### src/rtl/dma_pp_pkg.sv
package dma_pp_pkg;
  localparam int REG_AW   = 13;
  localparam int DATA_W   = 32;
  localparam int CH_IDX_W = 4;

  localparam logic [REG_AW-1:0] CTL_BASE  = 13'h0C00;
  localparam logic [REG_AW-1:0] DESC_BASE = 13'h1000;
  localparam int CTL_STRIDE  = 16;
  localparam int DESC_STRIDE = 32;

  localparam int CTL_EN_BIT    = 0;
  localparam int CTL_ACT_BIT   = 8;
  localparam int CMD_ARM_BIT   = 0;
  localparam int CMD_TOMEM_BIT = 1;
  localparam int CMD_DONE_BIT  = 4;

  typedef enum logic [1:0] {FLD_ADDR = 2'd0, FLD_LEN = 2'd1, FLD_CMD = 2'd2, FLD_NONE = 2'd3} fld_e;

  typedef struct packed {
    logic                ctl_hit;
    logic                desc_hit;
    logic [CH_IDX_W-1:0] ch;
    logic                slot;
    fld_e                fld;
  } reg_dec_t;

  function automatic logic [DATA_W-1:0] addr_step(input logic [DATA_W-1:0] a);
    return a + 32'd4;
  endfunction

  function automatic logic [DATA_W-1:0] words_of(input logic [DATA_W-1:0] len_bytes);
    return len_bytes >> 2;
  endfunction

  function automatic logic [DATA_W-1:0] len_step(input logic [DATA_W-1:0] len_bytes);
    return len_bytes - 32'd4;
  endfunction
endpackage

### src/rtl/dma_pp_regdec.sv
module dma_pp_regdec
  import dma_pp_pkg::*;
#(
  parameter int NUM_CH = 7
) (
  input  logic [REG_AW-1:0] addr,
  output reg_dec_t          dec
);
  localparam logic [REG_AW-1:0] CTL_SPAN  = REG_AW'(NUM_CH * CTL_STRIDE);
  localparam logic [REG_AW-1:0] DESC_SPAN = REG_AW'(NUM_CH * DESC_STRIDE);

  logic [REG_AW-1:0] off_ctl, off_desc;

  assign off_ctl  = addr - CTL_BASE;
  assign off_desc = addr - DESC_BASE;

  always_comb begin
    dec = '0;
    dec.fld = FLD_NONE;
    if (addr >= CTL_BASE && off_ctl < CTL_SPAN && off_ctl[3:0] == 4'h0) begin
      dec.ctl_hit = 1'b1;
      dec.ch      = off_ctl[7:4];
    end else if (addr >= DESC_BASE && off_desc < DESC_SPAN && off_desc[1:0] == 2'b00
                 && off_desc[3:2] != 2'b11) begin
      dec.desc_hit = 1'b1;
      dec.ch       = off_desc[8:5];
      dec.slot     = off_desc[4];
      dec.fld      = fld_e'(off_desc[3:2]);
    end
  end
endmodule

### src/rtl/dma_pp_prio.sv
module dma_pp_prio #(
  parameter int N = 7,
  localparam int IW = (N > 1) ? $clog2(N) : 1
) (
  input  logic [N-1:0]  req,
  output logic [N-1:0]  grant,
  output logic [IW-1:0] idx,
  output logic          any
);
  always_comb begin
    grant = '0;
    idx   = '0;
    for (int i = N - 1; i >= 0; i--) begin
      if (req[i]) begin
        grant    = '0;
        grant[i] = 1'b1;
        idx      = IW'(i);
      end
    end
  end

  assign any = |req;
endmodule

### src/rtl/dma_pp_channel.sv
module dma_pp_channel
  import dma_pp_pkg::*;
#(
  parameter int LEN_W = 16
) (
  input  logic                   clk,
  input  logic                   rst_n,
  input  logic                   ctl_we,
  input  logic [1:0]             addr_we,
  input  logic [1:0]             len_we,
  input  logic [1:0]             cmd_we,
  input  logic [DATA_W-1:0]      wdata,
  input  logic                   xfer_i,
  output logic                   eligible_o,
  output logic                   complete_o,
  output logic [DATA_W-1:0]      cur_addr_o,
  output logic                   cur_tomem_o,
  output logic                   enable_o,
  output logic                   active_o,
  output logic [1:0][DATA_W-1:0] addr_rd_o,
  output logic [1:0][DATA_W-1:0] len_rd_o,
  output logic [1:0][DATA_W-1:0] cmd_rd_o,
  output logic [1:0]             done_o
);
  logic                   en_q, act_q;
  logic [1:0][DATA_W-1:0] addr_q;
  logic [1:0][LEN_W-1:0]  len_q;
  logic [1:0]             arm_q, tomem_q, done_q;

  logic [DATA_W-1:0] words_live;
  logic              live_run, last_word, empty_fire;

  assign words_live = words_of(DATA_W'(len_q[act_q]));
  assign live_run   = en_q & arm_q[act_q];
  assign eligible_o = live_run && (words_live != '0);
  assign last_word  = xfer_i && (words_live == 32'd1);
  assign empty_fire = live_run && (words_live == '0);
  assign complete_o = last_word | empty_fire;

  assign cur_addr_o  = addr_q[act_q];
  assign cur_tomem_o = tomem_q[act_q];
  assign enable_o    = en_q;
  assign active_o    = act_q;
  assign done_o      = done_q;

  for (genvar s = 0; s < 2; s++) begin : g_rd
    assign addr_rd_o[s] = addr_q[s];
    assign len_rd_o[s]  = DATA_W'(len_q[s]);
    always_comb begin
      cmd_rd_o[s] = '0;
      cmd_rd_o[s][CMD_ARM_BIT]   = arm_q[s];
      cmd_rd_o[s][CMD_TOMEM_BIT] = tomem_q[s];
      cmd_rd_o[s][CMD_DONE_BIT]  = done_q[s];
    end
  end

  always_ff @(posedge clk) begin
    if (!rst_n) begin
      en_q    <= 1'b0;
      act_q   <= 1'b0;
      addr_q  <= '0;
      len_q   <= '0;
      arm_q   <= '0;
      tomem_q <= '0;
      done_q  <= '0;
    end else begin
      if (ctl_we) en_q <= wdata[CTL_EN_BIT];
      for (int s = 0; s < 2; s++) begin
        if (addr_we[s]) addr_q[s] <= wdata;
        if (len_we[s])  len_q[s]  <= wdata[LEN_W-1:0];
        if (cmd_we[s]) begin
          arm_q[s]   <= wdata[CMD_ARM_BIT];
          tomem_q[s] <= wdata[CMD_TOMEM_BIT];
          if (wdata[CMD_DONE_BIT]) done_q[s] <= 1'b0;
        end
      end
      // hardware progress takes precedence over a same-cycle software write
      if (xfer_i) begin
        addr_q[act_q] <= addr_step(addr_q[act_q]);
        len_q[act_q]  <= LEN_W'(len_step(DATA_W'(len_q[act_q])));
      end
      if (complete_o) begin
        arm_q[act_q]  <= 1'b0;
        done_q[act_q] <= 1'b1;
        len_q[act_q]  <= '0;
        act_q         <= ~act_q;
      end
    end
  end

  assert_xfer_needs_eligible_R4: assert property (@(posedge clk) disable iff (!rst_n)
    xfer_i |-> eligible_o);

  assert_addr_advance_R5: assert property (@(posedge clk) disable iff (!rst_n)
    xfer_i |=> addr_q[$past(act_q)] == $past(addr_q[act_q]) + 32'd4);

  assert_complete_flips_R6: assert property (@(posedge clk) disable iff (!rst_n)
    complete_o |=> act_q != $past(act_q));

  assert_complete_marks_done_R6: assert property (@(posedge clk) disable iff (!rst_n)
    complete_o |=> done_q[$past(act_q)] && !arm_q[$past(act_q)]);

  assert_idle_holds_slot_R7: assert property (@(posedge clk) disable iff (!rst_n)
    !complete_o |=> $stable(act_q));
endmodule

### src/rtl/dma_pingpong_bank.sv
module dma_pingpong_bank
  import dma_pp_pkg::*;
#(
  parameter int NUM_CH = 7,
  parameter int LEN_W  = 16
) (
  input  logic                  clk,
  input  logic                  rst_n,
  input  logic [REG_AW-1:0]     reg_addr,
  input  logic                  reg_we,
  input  logic [DATA_W-1:0]     reg_wdata,
  output logic [DATA_W-1:0]     reg_rdata,
  input  logic [NUM_CH-1:0]     dreq,
  output logic [NUM_CH-1:0]     dack,
  input  logic [DATA_W-1:0]     pdata_in,
  output logic [DATA_W-1:0]     pdata_out,
  output logic                  mem_req,
  output logic                  mem_we,
  output logic [DATA_W-1:0]     mem_addr,
  output logic [DATA_W-1:0]     mem_wdata,
  input  logic [DATA_W-1:0]     mem_rdata,
  input  logic                  mem_gnt,
  output logic [2*NUM_CH-1:0]   set_done
);
  localparam int CH_W = (NUM_CH > 1) ? $clog2(NUM_CH) : 1;

  reg_dec_t dec;

  logic [NUM_CH-1:0] elig_v, en_v, act_v, tomem_v, cand, grant;
  logic [CH_W-1:0]   gidx, ridx;
  logic              any_cand;

  logic [DATA_W-1:0]      cur_addr_v [NUM_CH];
  logic [1:0][DATA_W-1:0] addr_rd_v  [NUM_CH];
  logic [1:0][DATA_W-1:0] len_rd_v   [NUM_CH];
  logic [1:0][DATA_W-1:0] cmd_rd_v   [NUM_CH];
  logic [NUM_CH-1:0]      complete_v;

  dma_pp_regdec #(.NUM_CH(NUM_CH)) u_dec (.addr(reg_addr), .dec(dec));

  for (genvar c = 0; c < NUM_CH; c++) begin : g_ch
    logic       ch_sel;
    logic [1:0] slot_sel;
    assign ch_sel   = reg_we && (dec.ch == CH_IDX_W'(c));
    assign slot_sel = dec.slot ? 2'b10 : 2'b01;

    dma_pp_channel #(.LEN_W(LEN_W)) u_chan (
      .clk        (clk),
      .rst_n      (rst_n),
      .ctl_we     (ch_sel && dec.ctl_hit),
      .addr_we    ((ch_sel && dec.desc_hit && dec.fld == FLD_ADDR) ? slot_sel : 2'b00),
      .len_we     ((ch_sel && dec.desc_hit && dec.fld == FLD_LEN)  ? slot_sel : 2'b00),
      .cmd_we     ((ch_sel && dec.desc_hit && dec.fld == FLD_CMD)  ? slot_sel : 2'b00),
      .wdata      (reg_wdata),
      .xfer_i     (dack[c]),
      .eligible_o (elig_v[c]),
      .complete_o (complete_v[c]),
      .cur_addr_o (cur_addr_v[c]),
      .cur_tomem_o(tomem_v[c]),
      .enable_o   (en_v[c]),
      .active_o   (act_v[c]),
      .addr_rd_o  (addr_rd_v[c]),
      .len_rd_o   (len_rd_v[c]),
      .cmd_rd_o   (cmd_rd_v[c]),
      .done_o     (set_done[2*c +: 2])
    );
  end

  // service path: fixed priority, one word per grant
  assign cand = dreq & elig_v;

  dma_pp_prio #(.N(NUM_CH)) u_prio (.req(cand), .grant(grant), .idx(gidx), .any(any_cand));

  assign mem_req   = any_cand;
  assign mem_we    = tomem_v[gidx];
  assign mem_addr  = cur_addr_v[gidx];
  assign mem_wdata = pdata_in;
  assign pdata_out = mem_rdata;
  assign dack      = mem_gnt ? grant : '0;

  // register read path
  assign ridx = dec.ch[CH_W-1:0];

  always_comb begin
    reg_rdata = '0;
    if (dec.ctl_hit) begin
      reg_rdata[CTL_EN_BIT]  = en_v[ridx];
      reg_rdata[CTL_ACT_BIT] = act_v[ridx];
    end else if (dec.desc_hit) begin
      case (dec.fld)
        FLD_ADDR: reg_rdata = addr_rd_v[ridx][dec.slot];
        FLD_LEN:  reg_rdata = len_rd_v[ridx][dec.slot];
        FLD_CMD:  reg_rdata = cmd_rd_v[ridx][dec.slot];
        default:  reg_rdata = '0;
      endcase
    end
  end

  assert_one_ack_R9: assert property (@(posedge clk) disable iff (!rst_n)
    $onehot0(dack));

  assert_lowest_wins_R9: assert property (@(posedge clk) disable iff (!rst_n)
    mem_req |-> (grant != '0) && ((grant & cand) == grant)
                && ((cand & (grant - 1'b1)) == '0));

  assert_ack_only_on_grant_R5: assert property (@(posedge clk) disable iff (!rst_n)
    (dack != '0) |-> mem_gnt && mem_req);

  assert_done_only_on_complete_R6: assert property (@(posedge clk) disable iff (!rst_n)
    (complete_v == '0) |=> (set_done & ~$past(set_done)) == '0);
endmodule

### config.mk
export PLATFORM = sky130hd
export DESIGN_NAME = dma_pingpong_bank
export DESIGN_NICKNAME = d
export VERILOG_FILES = /design/src/rtl/dma_pp_pkg.sv /design/src/rtl/dma_pp_regdec.sv /design/src/rtl/dma_pp_prio.sv /design/src/rtl/dma_pp_channel.sv /design/src/rtl/dma_pingpong_bank.sv
export SDC_FILE = /design/constraint.sdc
export NUM_CORES = 2
export LEC_CHECK = 0
export ABC_AREA = 1
export BUFFER_PORTS_ARGS = -buffer_cell sky130_fd_sc_hd__buf_4
export CELL_PAD_IN_SITES_DETAIL_PLACEMENT = 1
export CELL_PAD_IN_SITES_GLOBAL_PLACEMENT = 1
export CORE_MARGIN = 3
export CORE_UTILIZATION = 35
export CTS_CLUSTER_DIAMETER = 150
export DETAILED_ROUTE_END_ITERATION = 7
export PLACE_DENSITY = 0.7
export RECOVER_POWER = 25
export SETUP_SLACK_MARGIN = 0.2
export SLEW_MARGIN = 20
export SYNTH_ARGS = -nofsm -noshare
export SYNTH_HDL_FRONTEND = slang
export SYNTH_SLANG_ARGS = --single-unit
### constraint.sdc
create_clock -name clk -period 10.15 [get_ports clk]
set_input_delay 2.5375 -clock clk [delete_from_list [all_inputs] [get_ports clk]]
set_output_delay 2.5375 -clock clk [all_outputs]
set_load 0.02 [all_outputs]
Yosys cells after proc, flatten, opt, wreduce, memory -nomap -nowiden
Cells that the tools add are included.
{"block": "totals", "inputBits": 120, "out_inout_bits": 151, "register_bits": 728, "word_cells": 630}
{"block": "classes", "addsub": 16, "magnitude_cmp": 23, "reduce_logical": 94, "mux": 352, "bitwise": 59, "n_eq_ne": 16}
{"op": "$mux W32", "n": 79}
{"op": "$mux W64", "n": 13}
{"op": "$mux W16", "n": 49}
{"op": "$bmux W64 S3", "n": 3}
{"op": "$bwmux W64", "n": 7}
{"op": "$add A32 B3 Y32 const B", "n": 7}
{"op": "$and A32 B32 Y32", "n": 7}
{"op": "$bwmux W32", "n": 7}
{"op": "$demux W32 S1", "n": 7}
{"op": "$logic_not A32 Y1", "n": 7}
{"op": "$not A32 Y32", "n": 7}
{"op": "$reduce_bool A32 Y1", "n": 7}
{"op": "$demux W16 S1", "n": 7}
{"op": "$mux W1", "n": 112}
{"op": "$sub A16 B3 Y16 const B", "n": 7}
{"op": "$eq A14 B1 Y1 const B", "n": 7}
{"op": "$bmux W32 S3", "n": 1}
{"op": "$pmux W32 S3", "n": 1}
{"op": "$logic_and A1 B1 Y1", "n": 75}
{"op": "$mux W2", "n": 36}
{"op": "$mux W7", "n": 9}
{"op": "$mux W3", "n": 8}
{"op": "$mux W23", "n": 1}
{"op": "$lt A1 B2 Y1 const B", "n": 8}
{"op": "other kinds (30)", "n": 88}

Longest topological paths before layout
{"block": "depth", "word_depth": 19, "depth_mapped": 23, "depth_no_buf": 18}

Hierarchy
Synthesis repeated with hierarchy kept, for this count alone.
{"block": "unflattened", "hier_cells": 12227, "hier_area_um2": 68642.1}
{"module": "dma_pp_channel (g_ch[0].u_chan ...)", "cells_each": 1202, "area_per_inst_um2": 7478.4, "instances": 6, "seq_area_each_um2": 2082.0}
{"module": "dma_pingpong_bank", "cells_each": 3735, "area_per_inst_um2": 16062.9, "instances": 1, "seq_area_each_um2": 0.0}
{"module": "dma_pp_channel (g_ch[6].u_chan)", "cells_each": 1202, "area_per_inst_um2": 7330.8, "instances": 1, "seq_area_each_um2": 2082.0}
{"module": "dma_pp_regdec", "cells_each": 51, "area_per_inst_um2": 242.7, "instances": 1, "seq_area_each_um2": 0.0}
{"module": "dma_pp_prio", "cells_each": 27, "area_per_inst_um2": 135.1, "instances": 1, "seq_area_each_um2": 0.0}

Worst setup path after synthesis
No wires, ideal clock.
{"block": "synth_timing", "path_kind": "input -> output", "start": "in reg_addr[10]", "end": "out reg_rdata[23]", "arrival_ps": 4729, "slack_ps": 2884, "n_path_buf": 3, "cell_stages": 13, "path_cell_list": "ha_1 > nor2_1 > nand3_1 > nor2_4 > buf_4 > nand2_1 > nand2_1 > buf_2 > buf_1 > o221ai_1 > o21ai_0 > nor2_1 > nor2_1"}
{"block": "synth_via", "elab_chain_cells": 16, "elab_cells_between_ends": 38}
{"element": "start, declared", "line": "dma_pingpong_bank.sv:9", "text": "input logic [REG_AW-1:0] reg_addr,"}
{"element": "$sub A13 B13 Y13", "line": "dma_pp_regdec.sv:15", "text": "assign off_desc = addr - DESC_BASE;"}
{"element": "$lt A13 B8 Y1", "line": "dma_pp_regdec.sv:23", "text": "end else if (addr >= DESC_BASE && off_desc < DESC_SPAN && off_desc[1:0] == 2'b00"}
{"element": "$logic_and A1 B1 Y1 (2 in series)", "line": "dma_pp_regdec.sv:23"}
{"element": "$logic_and A1 B1 Y1", "line": "dma_pp_regdec.sv:24", "text": "&& off_desc[3:2] != 2'b11) begin"}
{"element": "$mux W8", "line": "dma_pp_regdec.sv:23"}
{"element": "$mux W4", "line": "dma_pp_regdec.sv:20", "text": "if (addr >= CTL_BASE && off_ctl < CTL_SPAN && off_ctl[3:0] == 4'h0) begin"}
{"element": "$not A3 Y4 (not written as such)", "line": "dma_pingpong_bank.sv:91, dma_pingpong_bank.sv:92, dma_pingpong_bank.sv:93"}
{"element": "$bmux W64 S3 (on tied branches)", "line": "dma_pingpong_bank.sv:93, dma_pingpong_bank.sv:91, dma_pingpong_bank.sv:92"}
{"element": "$mux W64 (on tied branches) (2 in series)", "line": "dma_pingpong_bank.sv:93, dma_pingpong_bank.sv:91, dma_pingpong_bank.sv:92"}
{"element": "$mux W32 (on tied branches) (2 in series)", "line": "dma_pingpong_bank.sv:93, dma_pingpong_bank.sv:91, dma_pingpong_bank.sv:92"}
{"element": "$pmux W32 S3", "line": "dma_pingpong_bank.sv:90", "text": "case (dec.fld)"}
{"element": "$mux W32", "line": "dma_pingpong_bank.sv:89", "text": "end else if (dec.desc_hit) begin"}
{"element": "$mux W23 *", "line": "dma_pingpong_bank.sv:86", "text": "if (dec.ctl_hit) begin"}
{"element": "end, declared", "line": "dma_pingpong_bank.sv:12", "text": "output logic [DATA_W-1:0] reg_rdata,"}
Every way passes the cells marked *; elsewhere a longest branch is shown, timed or not. The select of a mux whose other input is x is not followed.

Final worst setup path
{"block": "layout_timing", "start": "in reg_addr[5]", "end": "out reg_rdata[19]"}
Same word-level chain as after synthesis.

==> PnR_summary.wiki <==
{| class="wikitable"
! Metric !! Value
|-
| Final critical path time including I/O delays and setup || 9.35 ns
|-
| Critical path required time || 7.61 ns
|-
| Placed cell count || 10,600
|-
| Vias per Instance || 6.12
|-
| Clock root buffer || clkbuf_16
|-
| Tcrit/Tclk final || 92.1%
|-
| Main area contributors after synthesis || dfxtp_1, nand2_1, o21ai_0, nand3_1, inv_1
|-
| Slew at the pin with the worst max-slew slack || 5.75 ns
|-
| Top fanout value on the critical path || 24
|-
| Sum of negative setup slack || 0 ns
|-
| Count leader, synth || nand2_1
|-
| Synth cell count leaders || nand2_1, o21ai_0, inv_1
|-
| Warnings, synthesis || 0
|-
| Most frequently used flop master after synthesis || dfxtp_1
|-
| Syn Nets || 9,154
|-
| Proportion of synthesized flip-flops having asynchronous set or reset || 0%
|-
| FF+latch count, synth || 728
|-
| # clock sinks || 728
|-
| Number of setup violations in the final report || 0
|-
| Total power density per cell area || 118 nW/um2
|-
| Die boundary width || 399 um
|-
| Grt ovf || 0
|-
| FMAX || 0.107 GHz
|-
| Antenna violations before repair || 26
|-
| Post-Synthesis Cells || 9,012
|-
| Max Cap Violations || 6
|-
| Vias in the first global route || 62,000
|-
| Via Count || 65,900
|-
| Failing checks || max-capacitance violations, max-slew violations
|-
| Wire length per cell || 29.4 um
|-
| Worst voltage drop across the vdd grid || 0.138 mV
|-
| Startpoint kind of the worst setup timing path || primary input
|-
| HPWL after detailed placement || 227,000 um
|-
| Kind of capture point of the worst setup path || output pin
|-
| Clock edge transition at the registers on the reported setup and hold paths || 0.06 ns
|-
| Final standard cell area without fillers || 58,600 um2
|-
| Top Family by Delay on Critical Path || simple AND/OR/NAND/NOR gates
|-
| Overall routed net length || 316,000 um
|-
| Count of placed standard cells in the final layout, fillers left out || 10,800
|-
| Number of cells upsized or downsized after cts || 0
|-
| TritonCTS clock tree || yes
|-
| Postcts setup bufs || 0
|-
| Initial DRC Count || 8,851
|-
| Run status || finished, violations left
|-
| First-pass DRT Iterations || 5
|-
| Critical path buffers and inverters || 5
|-
| Effective utilization at floorplan || 35.4%
|-
| Number of max-slew violations in the final report || 452
|-
| Placed Area || 55,300 um2
|-
| Library cell contributing the largest single delay on the critical path || nand2_2
|-
| Max-Slew Margin vs Limit || -284%
|-
| Crit path largest cell delay || 0.78 ns
|-
| Count of cell types in the netlist || 54
|-
| Syn-to-layout area delta || 8.57%
|-
| Maximum number of pins on one net before global-route repair || 102
|-
| Maximum clock path buffer count || 3
|-
| Number of flops mapped to enable cells by yosys || 0
|-
| Wire length of the first global-routing pass || 446,000 um
|-
| Hold Path Class || reg2reg
|-
| Proportion of layout cells with a drive suffix above 1 || 7.25%
|-
| Data arrival time of the critical path || 6.81 ns
|-
| Register area share after synthesis || 27.0%
|-
| Chip height || 399 um
|-
| Unrepaired setup endpoints after global routing || false
|-
| Most area-hungry cell type in the Yosys netlist || dfxtp_1
|-
| Setup skew after layout || 0.0339 ns
|-
| Syn_area_per_cell || 5.98 um2
|-
| Top-Level Pins || 271
|-
| Core Footprint || 152,000 um2
|-
| Final nets || 8,794
|-
| H-tree levels || 3
|-
| Count of antenna-violating nets left after detailed routing || 0
|-
| Filler cells || 20,300
|-
| Fin. Hold Viols || 0
|-
| Class of the most critical setup path || in2out
|-
| CTS hold repair buffers || 0
|-
| Clock latency on the worst-skew pair || 0.73 ns
|-
| Register-to-register setup slack || 4.83 ns
|-
| Number of clock buffers inserted by TritonCTS || 97
|-
| DRC violations left || 0
|-
| Synth top area share || 27.0%
|-
| Worst-path cell chain || buf_4, nand2_1, nor2_1, nor2_1, nand2_1, buf_4, nor2_1, inv_1, nand2_2, nand2_2, buf_4, o22ai_1, nor3_1, o21ai_0, nor2_1, buf_4
|-
| Number of port buffers || 142
|-
| Netlist area before placement || 53,900 um2
|-
| Weighted congestion reported at the end of routability-driven placement || 1.03
|-
| Cell leakage power || 24.4 nW
|-
| Global routing usage summed across all routing layers || 38.2%
|-
| Die ar. || 159,000 um2
|-
| Number of core rows || 143
|}
-- layout by cell type, fill, tap and decap left out, types with 97 or more instances in the layout --
master / count
o211ai_1: 142
nand2_1: 2288
nor3_1: 97
inv_1: 846
o21ai_1: 142
nand3_1: 635
dfxtp_1: 721
a21oi_1: 598
buf_4: 226
xor2_1: 221
nor2_1: 760
nand4_1: 99
clkbuf_16: 99
o21ai_0: 1094
-- report_power, final --
group | total [mW] | switching, mW | internal, mW
Combinational | 0.313 | 0.262 | 0.0502
Clock | 3.75 | 1.55 | 2.19
Sequential | 2.86 | 0.000115 | 2.86
-- per-layer routing --
layer / up-vias / part of all wire, % / track usage, %
li1: 28800 / - / -
met1: 32500 / 42 / 53.0
met2: 3938 / 40 / 53.9
met3: 640 / 13 / 12.4
met4: 8 / 4.6 / 15.8
met5: - / 0.050 / 0.585
-- logic make-up after synthesis --
family | Yosys count | share of synthesized area [%]
multiplexers | 12 | 0.223
AND/OR/NAND/NOR | 4122 | 32.4
flip-flops | 728 | 27.0
XOR/XNOR | 273 | 4.43
buffers and inverters | 1605 | 12.6
AO/OA/AOI/OAI | 2250 | 22.8
adder cells (fa/ha/maj) | 22 | 0.510
-- final cells by class --
cell class                      instances  area [um2]  share of cell area, %
Timing Repair Buffer                  257        1990                   3.40
Clock buffer                          138        2800                   4.79
Tap cell                             2030        2540                   4.34
Sequential cell                       728       14600                   24.9
Clock inverter                         36         502                  0.857
Inverter                              889        3340                   5.71
Antenna cell                           14        35.0                 0.0598
Multi-Input combinational cell       6679       32800                   55.9
-- worst min-delay path, delay by kind of cell, from the launching register on --
family | cells | cell delay [ns]
DFF | 1 | 0.31
and+or+nand+nor | 1 | 0.06
AOI/OAI and AO/OA | 1 | 0.05
-- through the flow --
stage	util, %	worst slack (ns)	total power, mW	hold WS, ns
3_5_place_dp	36.3	1.07	3.21	0.458
5_1_grt	38.4	0.746	7.02	0.497
6_report	38.4	0.799	6.92	0.467
2_1_floorplan	-	2.88	3.08	0.432
3_3_place_gp	36.3	1.14	3.21	0.456
4_1_cts	38.4	1.04	6.90	0.467
-- final timing paths --
check                                        startpoint                           to  cells past startpoint
worst max-delay path                        reg_addr[5]                reg_rdata[19]                     16
worst min-delay path            g_ch[5].u_chan.arm_q[1]      g_ch[5].u_chan.arm_q[1]                      2
worst max register to register  g_ch[2].u_chan.active_o  g_ch[3].u_chan.len_rd_o[37]                     15
worst min register to register  g_ch[5].u_chan.arm_q[1]      g_ch[5].u_chan.arm_q[1]                      2
-- flip-flops by register name, indices dropped and copies added, names as in the netlist --
name / flops
g_ch.u_chan.arm_q: 14
g_ch.u_chan.active_o: 7
g_ch.u_chan.len_rd_o: 224
g_ch.u_chan.enable_o: 7
g_ch.u_chan.done_o: 14
g_ch.u_chan.addr_rd_o: 448
g_ch.u_chan.tomem_q: 14
Power figures use the tool's default switching activity.
